==> config.mk <==
export PLATFORM = sky130hd
export DESIGN_NAME = mfmt_arith
export DESIGN_NICKNAME = d
export VERILOG_FILES = /design/src/rtl/mfmt_pkg.sv /design/src/rtl/mfmt_radd.sv /design/src/rtl/mfmt_uns_unit.sv /design/src/rtl/mfmt_comp_unit.sv /design/src/rtl/mfmt_smag_unit.sv /design/src/rtl/mfmt_arith.sv
export SDC_FILE = /design/constraint.sdc
export NUM_CORES = 1
export LEC_CHECK = 0
export ABC_CLOCK_PERIOD_IN_PS = 12500
export BUFFER_PORTS_ARGS = -buffer_cell sky130_fd_sc_hd__buf_2
export CAP_MARGIN = 20
export CELL_PAD_IN_SITES_DETAIL_PLACEMENT = 1
export CELL_PAD_IN_SITES_GLOBAL_PLACEMENT = 2
export CORE_ASPECT_RATIO = 1.25
export CORE_UTILIZATION = 38
export CTS_CLUSTER_DIAMETER = 40
export CTS_CLUSTER_SIZE = 12
export DETAILED_ROUTE_END_ITERATION = 10
export GPL_TIMING_DRIVEN = 0
export PLACE_DENSITY = 0.89
export SYNTH_ARGS = -nofsm -noshare
export SYNTH_HDL_FRONTEND = slang
export SYNTH_SLANG_ARGS = --single-unit
==> constraint.sdc <==
create_clock -name clk -period 12.5 [get_ports clk]
set_clock_uncertainty 0.2 [all_clocks]
set_input_delay 2.5 -clock clk [delete_from_list [all_inputs] [get_ports clk]]
set_output_delay 2.5 -clock clk [all_outputs]
set_load 0.005 [all_outputs]
==> src/rtl/mfmt_pkg.sv <==
package mfmt_pkg;

    typedef enum logic [1:0] {
        FMT_UNS  = 2'd0,
        FMT_SMAG = 2'd1,
        FMT_ONES = 2'd2,
        FMT_TWOS = 2'd3
    } fmt_e;

    typedef enum logic [1:0] {
        OP_ADD = 2'd0,
        OP_SUB = 2'd1,
        OP_NEG = 2'd2,
        OP_RSV = 2'd3
    } op_e;

endpackage

==> src/rtl/mfmt_radd.sv <==
// Ripple-carry adder that also exposes the carry into its top bit.
module mfmt_radd #(
    parameter int W = 4
) (
    input  logic [W-1:0] x_i,
    input  logic [W-1:0] y_i,
    input  logic         cin_i,
    output logic [W-1:0] sum_o,
    output logic         cout_o,
    output logic         ctop_o
);
    logic [W:0] carry;

    assign carry[0] = cin_i;

    for (genvar i = 0; i < W; i++) begin : g_bit
        assign sum_o[i]   = x_i[i] ^ y_i[i] ^ carry[i];
        assign carry[i+1] = (x_i[i] & y_i[i]) | (carry[i] & (x_i[i] ^ y_i[i]));
    end

    assign cout_o = carry[W];
    assign ctop_o = carry[W-1];
endmodule

==> src/rtl/mfmt_uns_unit.sv <==
// Unsigned add / subtract with carry or borrow as out-of-range.
module mfmt_uns_unit
    import mfmt_pkg::*;
#(
    parameter int N = 8
) (
    input  logic [N-1:0] a_i,
    input  logic [N-1:0] b_i,
    input  op_e          op_i,
    output logic [N-1:0] res_o,
    output logic         oor_o,
    output logic         err_o
);
    logic         is_sub;
    logic [N-1:0] y_opd;
    logic [N-1:0] sum;
    logic         cout;
    logic         unused_ctop;

    assign is_sub = (op_i == OP_SUB);
    assign y_opd  = is_sub ? ~b_i : b_i;

    mfmt_radd #(.W(N)) u_add (
        .x_i    (a_i),
        .y_i    (y_opd),
        .cin_i  (is_sub),
        .sum_o  (sum),
        .cout_o (cout),
        .ctop_o (unused_ctop)
    );

    always_comb begin
        res_o = sum;
        oor_o = is_sub ? ~cout : cout;
        err_o = 1'b0;
        if (op_i == OP_NEG || op_i == OP_RSV) begin
            res_o = a_i;
            oor_o = 1'b0;
            err_o = 1'b1;
        end
    end
endmodule

==> src/rtl/mfmt_comp_unit.sv <==
// Complement-format datapath; ONES picks end-around carry over +1 negation.
module mfmt_comp_unit
    import mfmt_pkg::*;
#(
    parameter int N    = 8,
    parameter bit ONES = 1'b0
) (
    input  logic [N-1:0] a_i,
    input  logic [N-1:0] b_i,
    input  op_e          op_i,
    output logic [N-1:0] res_o,
    output logic         ovf_o
);
    localparam logic INC = ONES ? 1'b0 : 1'b1;

    logic [N-1:0] x_opd;
    logic [N-1:0] y_opd;
    logic         cin;
    logic [N-1:0] sum1;
    logic         cout1;
    logic         ctop1;

    always_comb begin
        unique case (op_i)
            OP_ADD: begin x_opd = a_i;  y_opd = b_i;  cin = 1'b0; end
            OP_SUB: begin x_opd = a_i;  y_opd = ~b_i; cin = INC;  end
            default: begin x_opd = ~a_i; y_opd = '0;  cin = INC;  end
        endcase
    end

    mfmt_radd #(.W(N)) u_main (
        .x_i    (x_opd),
        .y_i    (y_opd),
        .cin_i  (cin),
        .sum_o  (sum1),
        .cout_o (cout1),
        .ctop_o (ctop1)
    );

    if (ONES) begin : g_ones
        logic [N-1:0] sum2;
        logic         unused_c2;
        logic         unused_t2;
        logic         unused_t1;

        assign unused_t1 = ctop1;

        mfmt_radd #(.W(N)) u_wrap (
            .x_i    (sum1),
            .y_i    ({N{1'b0}}),
            .cin_i  (cout1),
            .sum_o  (sum2),
            .cout_o (unused_c2),
            .ctop_o (unused_t2)
        );

        // Sign comparison after the wrap stays correct when an operand is -0.
        assign ovf_o = (x_opd[N-1] == y_opd[N-1]) && (sum2[N-1] != x_opd[N-1]);
        assign res_o = (&sum2) ? '0 : sum2;
    end else begin : g_twos
        assign ovf_o = cout1 ^ ctop1;
        assign res_o = sum1;
    end
endmodule

==> src/rtl/mfmt_smag_unit.sv <==
// Sign-magnitude datapath: add magnitudes, or compare and subtract.
module mfmt_smag_unit
    import mfmt_pkg::*;
#(
    parameter int N = 8
) (
    input  logic [N-1:0] a_i,
    input  logic [N-1:0] b_i,
    input  op_e          op_i,
    output logic [N-1:0] res_o,
    output logic         ovf_o
);
    localparam int M = N - 1;

    logic         sa;
    logic         sb;
    logic [M-1:0] ma;
    logic [M-1:0] mb;
    logic [M-1:0] msum;
    logic         mcar;
    logic [M-1:0] mdif;
    logic         a_ge_b;
    logic [M-1:0] mrev;
    logic         sgn;
    logic [M-1:0] mag;
    logic         unused_t0;
    logic         unused_t1;
    logic         unused_t2;
    logic         unused_c2;

    assign sa = a_i[N-1];
    assign ma = a_i[M-1:0];
    assign sb = b_i[N-1] ^ (op_i == OP_SUB);
    assign mb = b_i[M-1:0];

    mfmt_radd #(.W(M)) u_sum (
        .x_i (ma), .y_i (mb), .cin_i (1'b0),
        .sum_o (msum), .cout_o (mcar), .ctop_o (unused_t0)
    );

    mfmt_radd #(.W(M)) u_dif (
        .x_i (ma), .y_i (~mb), .cin_i (1'b1),
        .sum_o (mdif), .cout_o (a_ge_b), .ctop_o (unused_t1)
    );

    mfmt_radd #(.W(M)) u_rev (
        .x_i (~mdif), .y_i ({M{1'b0}}), .cin_i (1'b1),
        .sum_o (mrev), .cout_o (unused_c2), .ctop_o (unused_t2)
    );

    always_comb begin
        ovf_o = 1'b0;
        if (op_i == OP_NEG || op_i == OP_RSV) begin
            sgn = ~sa;
            mag = ma;
        end else if (sa == sb) begin
            sgn   = sa;
            mag   = msum;
            ovf_o = mcar;
        end else if (a_ge_b) begin
            sgn = sa;
            mag = mdif;
        end else begin
            sgn = sb;
            mag = mrev;
        end
        if (mag == '0) begin
            sgn = 1'b0;
        end
        res_o = {sgn, mag};
    end
endmodule

==> src/rtl/mfmt_arith.sv <==
module mfmt_arith
    import mfmt_pkg::*;
#(
    parameter int N = 8
) (
    input  logic         clk,
    input  logic         rst_n,
    input  logic         in_vld,
    input  logic [1:0]   fmt_i,
    input  logic [1:0]   op_i,
    input  logic [N-1:0] a_i,
    input  logic [N-1:0] b_i,
    output logic         out_vld,
    output logic [N-1:0] res_o,
    output logic         sign_o,
    output logic         ovf_o,
    output logic         oor_o,
    output logic         err_o
);
    localparam logic [N-1:0] MINPAT = {1'b1, {(N-1){1'b0}}};

    typedef struct packed {
        logic         vld;
        logic [N-1:0] res;
        logic         sign;
        logic         ovf;
        logic         oor;
        logic         err;
    } out_t;

    fmt_e fmt;
    op_e  op;
    out_t st_d;
    out_t st_q;

    logic [N-1:0] u_res;
    logic         u_oor;
    logic         u_err;
    logic [N-1:0] sm_res;
    logic         sm_ovf;
    logic [N-1:0] oc_res;
    logic         oc_ovf;
    logic [N-1:0] tc_res;
    logic         tc_ovf;

    assign fmt = fmt_e'(fmt_i);
    assign op  = op_e'(op_i);

    mfmt_uns_unit #(.N(N)) u_uns (
        .a_i (a_i), .b_i (b_i), .op_i (op),
        .res_o (u_res), .oor_o (u_oor), .err_o (u_err)
    );

    mfmt_smag_unit #(.N(N)) u_smag (
        .a_i (a_i), .b_i (b_i), .op_i (op),
        .res_o (sm_res), .ovf_o (sm_ovf)
    );

    mfmt_comp_unit #(.N(N), .ONES(1'b1)) u_ones (
        .a_i (a_i), .b_i (b_i), .op_i (op),
        .res_o (oc_res), .ovf_o (oc_ovf)
    );

    mfmt_comp_unit #(.N(N), .ONES(1'b0)) u_twos (
        .a_i (a_i), .b_i (b_i), .op_i (op),
        .res_o (tc_res), .ovf_o (tc_ovf)
    );

    always_comb begin
        st_d     = st_q;
        st_d.vld = in_vld;
        if (in_vld) begin
            st_d.ovf = 1'b0;
            st_d.oor = 1'b0;
            st_d.err = 1'b0;
            unique case (fmt)
                FMT_UNS:  begin st_d.res = u_res;  st_d.oor = u_oor;  st_d.err = u_err; end
                FMT_SMAG: begin st_d.res = sm_res; st_d.ovf = sm_ovf; end
                FMT_ONES: begin st_d.res = oc_res; st_d.ovf = oc_ovf; end
                default:  begin st_d.res = tc_res; st_d.ovf = tc_ovf; end
            endcase
            if (op == OP_RSV) begin
                st_d.res = a_i;
                st_d.ovf = 1'b0;
                st_d.oor = 1'b0;
                st_d.err = 1'b1;
            end
            st_d.sign = (fmt != FMT_UNS) && st_d.res[N-1];
        end
    end

    always_ff @(posedge clk) begin
        if (!rst_n) begin
            st_q <= '0;
        end else begin
            st_q <= st_d;
        end
    end

    assign out_vld = st_q.vld;
    assign res_o   = st_q.res;
    assign sign_o  = st_q.sign;
    assign ovf_o   = st_q.ovf;
    assign oor_o   = st_q.oor;
    assign err_o   = st_q.err;

    // Output register timing
    p_vld_rise_r2: assert property (@(posedge clk) disable iff (!rst_n)
        in_vld |=> out_vld);
    p_vld_idle_r2: assert property (@(posedge clk) disable iff (!rst_n)
        !in_vld |=> !out_vld);
    p_hold_r2: assert property (@(posedge clk) disable iff (!rst_n)
        !in_vld |=> ($stable(res_o) && $stable(err_o) && $stable(ovf_o)));

    // Unsigned borrow agrees with a magnitude comparison
    p_uns_borrow_r3: assert property (@(posedge clk) disable iff (!rst_n)
        (in_vld && fmt == FMT_UNS && op == OP_SUB) |-> (u_oor == (a_i < b_i)));

    // Two's complement negation overflows only on the most negative pattern
    p_twos_neg_ovf_r5: assert property (@(posedge clk) disable iff (!rst_n)
        (op == OP_NEG) |-> (tc_ovf == (a_i == MINPAT)));

    // One's complement inversion cannot overflow
    p_ones_neg_ok_r7: assert property (@(posedge clk) disable iff (!rst_n)
        (op == OP_NEG) |-> !oc_ovf);

    // Sign-magnitude addition of mixed signs cannot overflow
    p_smag_mixed_ok_r8: assert property (@(posedge clk) disable iff (!rst_n)
        (op == OP_ADD && a_i[N-1] != b_i[N-1]) |-> !sm_ovf);

    // Sign-magnitude negation cannot overflow
    p_smag_neg_ok_r9: assert property (@(posedge clk) disable iff (!rst_n)
        (op == OP_NEG) |-> !sm_ovf);

    // No negative zero leaves either signed-zero format
    p_smag_noneg0_r10: assert property (@(posedge clk) disable iff (!rst_n)
        !sm_ovf |-> (sm_res != MINPAT));
    p_ones_noneg0_r10: assert property (@(posedge clk) disable iff (!rst_n)
        in_vld |-> (oc_res != {N{1'b1}}));

    // Reserved op echoes A with only the error flag
    p_rsv_echo_r11: assert property (@(posedge clk) disable iff (!rst_n)
        (in_vld && op == OP_RSV) |=> (err_o && !ovf_o && !oor_o && res_o == $past(a_i)));

    // Flag exclusivity by format
    p_uns_no_ovf_r12: assert property (@(posedge clk) disable iff (!rst_n)
        (in_vld && fmt == FMT_UNS) |=> (!ovf_o && !sign_o));
endmodule

# After elaboration in Yosys (flattened, before gate mapping)
# Index checks and enable logic that the tools add are counted.
# classes
n_reduce_logical	9
bitwise_logic	202
mux	24
eq_ne	8
# ops
op	count
$xor A1 B1 Y1	81
$and A1 B1 Y1	77
$mux W8	6
$or A1 B1 Y1	36
$pmux W8 S3	1
$mux W7	3
$not A8 Y8	2
$pmux W8 S2	1
$not A7 Y7	2
$mux W1	10
$reduce_and A8 Y1	1
$logic_not A7 Y1	1
$eq A2 B2 Y1 const B	3
$eq A2 B1 Y1 const B	2
$logic_not A2 Y1	2
$not A1 Y1	4
$mux W3	1
$pmux W1 S3	1
$eq A1 B1 Y1	2
$logic_and A1 B1 Y1	2
$mux W2	1
$reduce_bool A2 Y1	1
$reduce_or A2 Y1	1
$logic_or A1 B1 Y1	1
$ne A1 B1 Y1	1
# word_totals
word_cells	249
in_bits	23
output_inout_bits	13
reg_bits	13

# Depth between registers and ports, before layout
# depth
ltp_word	32
depth_mapped	28
ltp_nobuf	26

# Modules after synthesis
# Synthesis repeated with hierarchy kept, for this count alone.
# hier_totals
hier_cells	369
hier_area_um2	3313.2
# by_module_without_submodules
module	cells_per_inst	seq_area_each_um2	area_per_inst_um2	instances
mfmt_arith	89	260.2	858.3	1
mfmt_radd at u_ones.g_ones.u_wrap ...	18	0.0	197.7	4
mfmt_radd at u_smag.u_dif ...	17	0.0	177.7	3
mfmt_smag_unit	62	0.0	382.9	1
mfmt_comp_unit at u_ones	43	0.0	304.0	1
mfmt_comp_unit at u_twos	29	0.0	227.7	1
mfmt_uns_unit	23	0.0	216.5	1

# Least setup slack after synthesis
# No wires, ideal clock.
# synth_timing
kind	input to register
start	input op_i[1]
end	register st_q, in the netlist res_o[2]
arrival_ns	7.793
stages	28
setup_ns	0.135
t_required_ns	12.165
n_path_buf	3
path_slack_ns	4.372
cell_sequence	buf_6 -> buf_4 -> buf_2 -> xor2_1 -> ha_1 -> inv_1 -> fa_1 -> fa_1 -> inv_1 -> fa_1 -> fa_1 -> fa_1 -> inv_1 -> fa_1 -> fa_1 -> inv_1 -> ha_1 -> ha_1 -> ha_1 -> ha_1 -> ha_1 -> ha_1 -> ha_1 -> nand3_1 -> o311a_1 -> a221o_1 -> o211ai_1 -> a31oi_1
# synth_via
elab_chain_cells	31
word_cells_on_any_way	87
classes_between	4 x eq/ne; 11 x mux; 68 x bitwise; 4 x reduce/logical
# synth_lines
element	line_no	source
start: declaration	mfmt_arith.sv:10	input logic [1:0] op_i,
$eq A2 B1 Y1 / $logic_not A2 Y1 (equally long branches)	mfmt_uns_unit.sv:20, mfmt_comp_unit.sv:24, mfmt_smag_unit.sv:33	
$reduce_or A2 Y1 (no line)	--	
$mux W8	mfmt_comp_unit.sv:24	unique case (op_i)
$and A1 B1 Y1 / $xor A1 B1 Y1 (equally long branches)	mfmt_radd.sv:18, mfmt_radd.sv:17	
$and A1 B1 Y1	mfmt_radd.sv:18	assign carry[i+1] = (x_i[i] & y_i[i]) | (carry[i] & (x_i[i] ^ y_i[i]));
$or A1 B1 Y1	mfmt_radd.sv:18	
$and A1 B1 Y1	mfmt_radd.sv:18	
$or A1 B1 Y1	mfmt_radd.sv:18	
[... 9 more ...]	--	
$or A1 B1 Y1	mfmt_radd.sv:18	
$and A1 B1 Y1 (7 in a row)	mfmt_radd.sv:18	
$xor A1 B1 Y1	mfmt_radd.sv:17	assign sum_o[i] = x_i[i] ^ y_i[i] ^ carry[i];
$reduce_and A8 Y1	mfmt_comp_unit.sv:59	assign res_o = (&sum2) ? '0 : sum2;
$mux W8	mfmt_comp_unit.sv:59	
$pmux W8 S3	mfmt_arith.sv:76	unique case (fmt)
$mux W8 *	mfmt_arith.sv:82	if (op == OP_RSV) begin
$mux W8 *	mfmt_arith.sv:72	if (in_vld) begin
end signal: assignment	mfmt_arith.sv:96	st_q <= st_d;
end: declaration	mfmt_arith.sv:34	out_t st_q;
# Mark *: on every way between the ends. The rest lies on a longest branch, timed or not. The select of a mux whose other input is x is not followed.
# A chain may end at the register's enable or synchronous reset.

# Worst setup path in the final report
# Same ends and word-level chain as after synthesis.

==> flow_summary.ini <==
[grt]
grt_usage = 0.223
grt.overflow.total = 0
grt_util_met2 = 0.437
antenna_found_initial = 0
busiest_layer = met2
grt_pass1_vias = 2537
grt_pass1_wl_um = 12600
met3_usage = 0.00670
grt_max_degree = 11
grt_use_met1 = 0.266

[floorplanning]
fp-row-count = 33
die_area_sq_um = 7280
die_w_um = 76.5
start_util = 0.397
io_pins = 36
core_area_sq_um = 6650
die_h_um = 95.2

[sta]
fin_crit_ns = 8.69
whs_ns = 0.239
setup_viol = 0
rsz0062_at_grt = no
slew_viol_final = 0
tns_ns = 0
tightest_slew_ns = 0.479
hold_violations = 0
final.period_utilization = 0.695
relSlewSlack = 0.679
fmax_ghz = 0.115

[route]
drc = 0
wirelength_um = 7450
dr_total_vias = 2339
drt-pass1-iter-count = 4
antenna_left = 0
viasPerCell = 5.33
drtIter0Drc = 102
wl_per_cell_um = 17.0

[critical_path]
worstPathRequired_ns = 12.40
cp-end-kind = flip-flop
r2r_end = res_o[4]
timing.rr.start = res_o[4]
critical_path_arrival_ns = 8.59
cp-start-kind = input port
cp_common_cell = ha_1
worst_path_max_delay_cell = o311a_1
crit_type = input port to flip-flop
slowest_delay_ns = 0.45
r2r_slack_ns = 11.54
r2r_cells = 3
path_max_fanout = 10

[logic_synthesis]
synth_flop_cell = dfxtp_1
yosysWarnings = 0
syn_area_per_cell_sq_um = 8.40
synth-seq-cells = 13
synth-edff-count = 0
synthArstFlopShare = 0
seq_area_frac_synth = 0.0986
synth_cell_type_count = 47
netlist_instances = 314
syn_nets = 387
syn_area_sq_um = 2640

[place]
place.gp.congestion = 0.919
io_buffers = 34
place_area_sq_um = 2920
dp_hpwl_um = 6450

[finish]
finalNetCount = 426
synthToLayoutAreaGrowth_pct = 12.3
antenna_cells = 0
nFillCells = 825
drive_gt1_frac = 0.145
finish.utilization = 0.446
postLayoutCellArea_sq_um = 2960

[clocking]
holdBufCountCts = 0
h-tree-depth = 1
cts_tree = built
numCtsBuffers = 3
cts.path.max_buffers = 2
cts_resized = 0
root_buffer = clkbuf_8
clk_latency_ns = 0.24
cts.sinks = 13
cts_setup_buffers = 0
path_clk_slew_ns = 0.05

[power]
p_comb_frac = 0.637
clkPwrFrac = 0.161
power_switching_uw = 101
power_frac_seq = 0.202
sw_frac_of_total = 0.436
peakVddDrop_uv = 41.4
power_density_nw_per_um2 = 77.9
leakagePower_uw = 0.00140
intPower_uw = 130

[job]
drv_cap = 0

[hold_path]
min_path_type = flip-flop to flip-flop
holdPathStages = 2
hold_start = ovf_o
hold_path_end = ovf_o

[outcome]
status = finished, final reports clean
layout make-up:
class,count,area [sq um],area share
multi-input cells,237,2100,0.709
inverters,47,176,0.0595
plain buffers,17,101,0.0342
clock buffers,4,45.0,0.0152
flip-flops and latches,13,260,0.0878
well taps,87,109,0.0367
repair buffers,34,170,0.0574
flip-flops by register name (all words and copies together), names as in the netlist:
name,count
res_o,8
err_o,1
oor_o,1
out_vld,1
ovf_o,1
sign_o,1
metrics by stage:
stage	instances	power [uW]	setup WS (ns)
2_1_floorplan	314	150	4.37
3_3_place_gp	435	191	3.67
3_5_place_dp	435	196	3.53
4_1_cts	439	234	3.77
5_1_grt	439	256	3.46
6_report	439	231	3.81
metal layers:
layer / vias to the layer above / part of all wire / wire, um
met5: - / 0 / 0
met4: 0 / 0.013 / 96
li1: 1133 / - / -
met2: 36 / 0.53 / 3970
met3: 7 / 0.013 / 96
met1: 1163 / 0.44 / 3290
synth_stat cells (2+ instances only):
cell	number	area share
inv_1	47	0.067
fa_1	33	0.25
nand2_1	23	0.033
ha_1	17	0.081
nor2_1	16	0.023
o21ai_0	16	0.030
xor2_1	15	0.050
dfxtp_1	13	0.099
xnor2_1	13	0.043
mux2i_1	11	0.042
nor2b_1	10	0.024
a31oi_1	9	0.021
buf_2	9	0.017
nor3_1	9	0.017
a21oi_1	6	0.011
a221o_1	5	0.019
and2_1	5	0.012
clkbuf_1	4	0.0057
nand3_1	4	0.0076
o211ai_1	4	0.011
a221oi_1	3	0.010
a22o_1	3	0.010
buf_6	3	0.013
nor4_1	3	0.0071
o31ai_1	3	0.0085
a211oi_1	2	0.0057
nand2b_1	2	0.0047
nand4_1	2	0.0047
nor3b_1	2	0.0057
o21a_1	2	0.0057
o21ai_1	2	0.0038
o21bai_1	2	0.0057
o32ai_1	2	0.0066
power by group through the flow:
stage	logic, uW	clock network, uW	registers, uW
finish	147	37.2	46.5
global placement	144	0	47.3
CTS	149	38.0	46.6
global route	168	40.4	47.0
detailed placement	149	0	47.5
floorplan	103	0	47.9
critical path, delay by kind of cell:
kind,cells,cell delay [ns]
buffers and inverters,8,1.07
and+or+nand+nor,1,0.12
AOI/OAI and AO/OA,4,1.06
adders and majority gates,15,3.71
xor gates and xnor gates,1,0.11
cell families (layout without fill, tap and decap cells):
| group | Yosys count | in the layout | share of synthesized area |
|---|---|---|---|
| AO/OA/AOI/OAI | 66 | 66 | 0.172 |
| adder cells (fa/ha/maj) | 50 | 50 | 0.331 |
| buffers and inverters | 64 | 102 | 0.105 |
| flip-flops | 13 | 13 | 0.0986 |
| AND/OR/NAND/NOR | 81 | 81 | 0.152 |
| XOR/XNOR | 29 | 29 | 0.0991 |
| multiplexers | 11 | 11 | 0.0417 |
placed cells by master (no fill, tap or decap), types with 3 or more instances in the layout:
cell type and instances:
mux2i_1 11, xor2_1 15, nand2_1 23, o21ai_0 16, nand3_1 4, fa_1 33, nor3_1 9, clkbuf_8 3
xnor2_1 13, buf_2 43, o31ai_1 3, nor4_1 3, o211ai_1 4, and2_1 5, a22o_1 3, a21oi_1 6
nor2_1 16, ha_1 17, inv_1 47, nor2b_1 10, clkbuf_1 5, dfxtp_1 13, buf_6 3, a31oi_1 9
a221o_1 5, a221oi_1 3
worst max-delay path by stage:
stage | start | to | slack, ns | cells past startpoint
after CTS | op_i[1] | res_o[2] | 3.77 | 29
after global routing | op_i[1] | res_o[0] | 3.46 | 29
after floorplan | op_i[1] | res_o[2] | 4.37 | 28
after global placement | op_i[1] | res_o[2] | 3.67 | 29
after detailed placement | op_i[1] | res_o[2] | 3.53 | 29
final | op_i[1] | res_o[2] | 3.81 | 29
No activity file was read; power rests on OpenSTA's default activity.
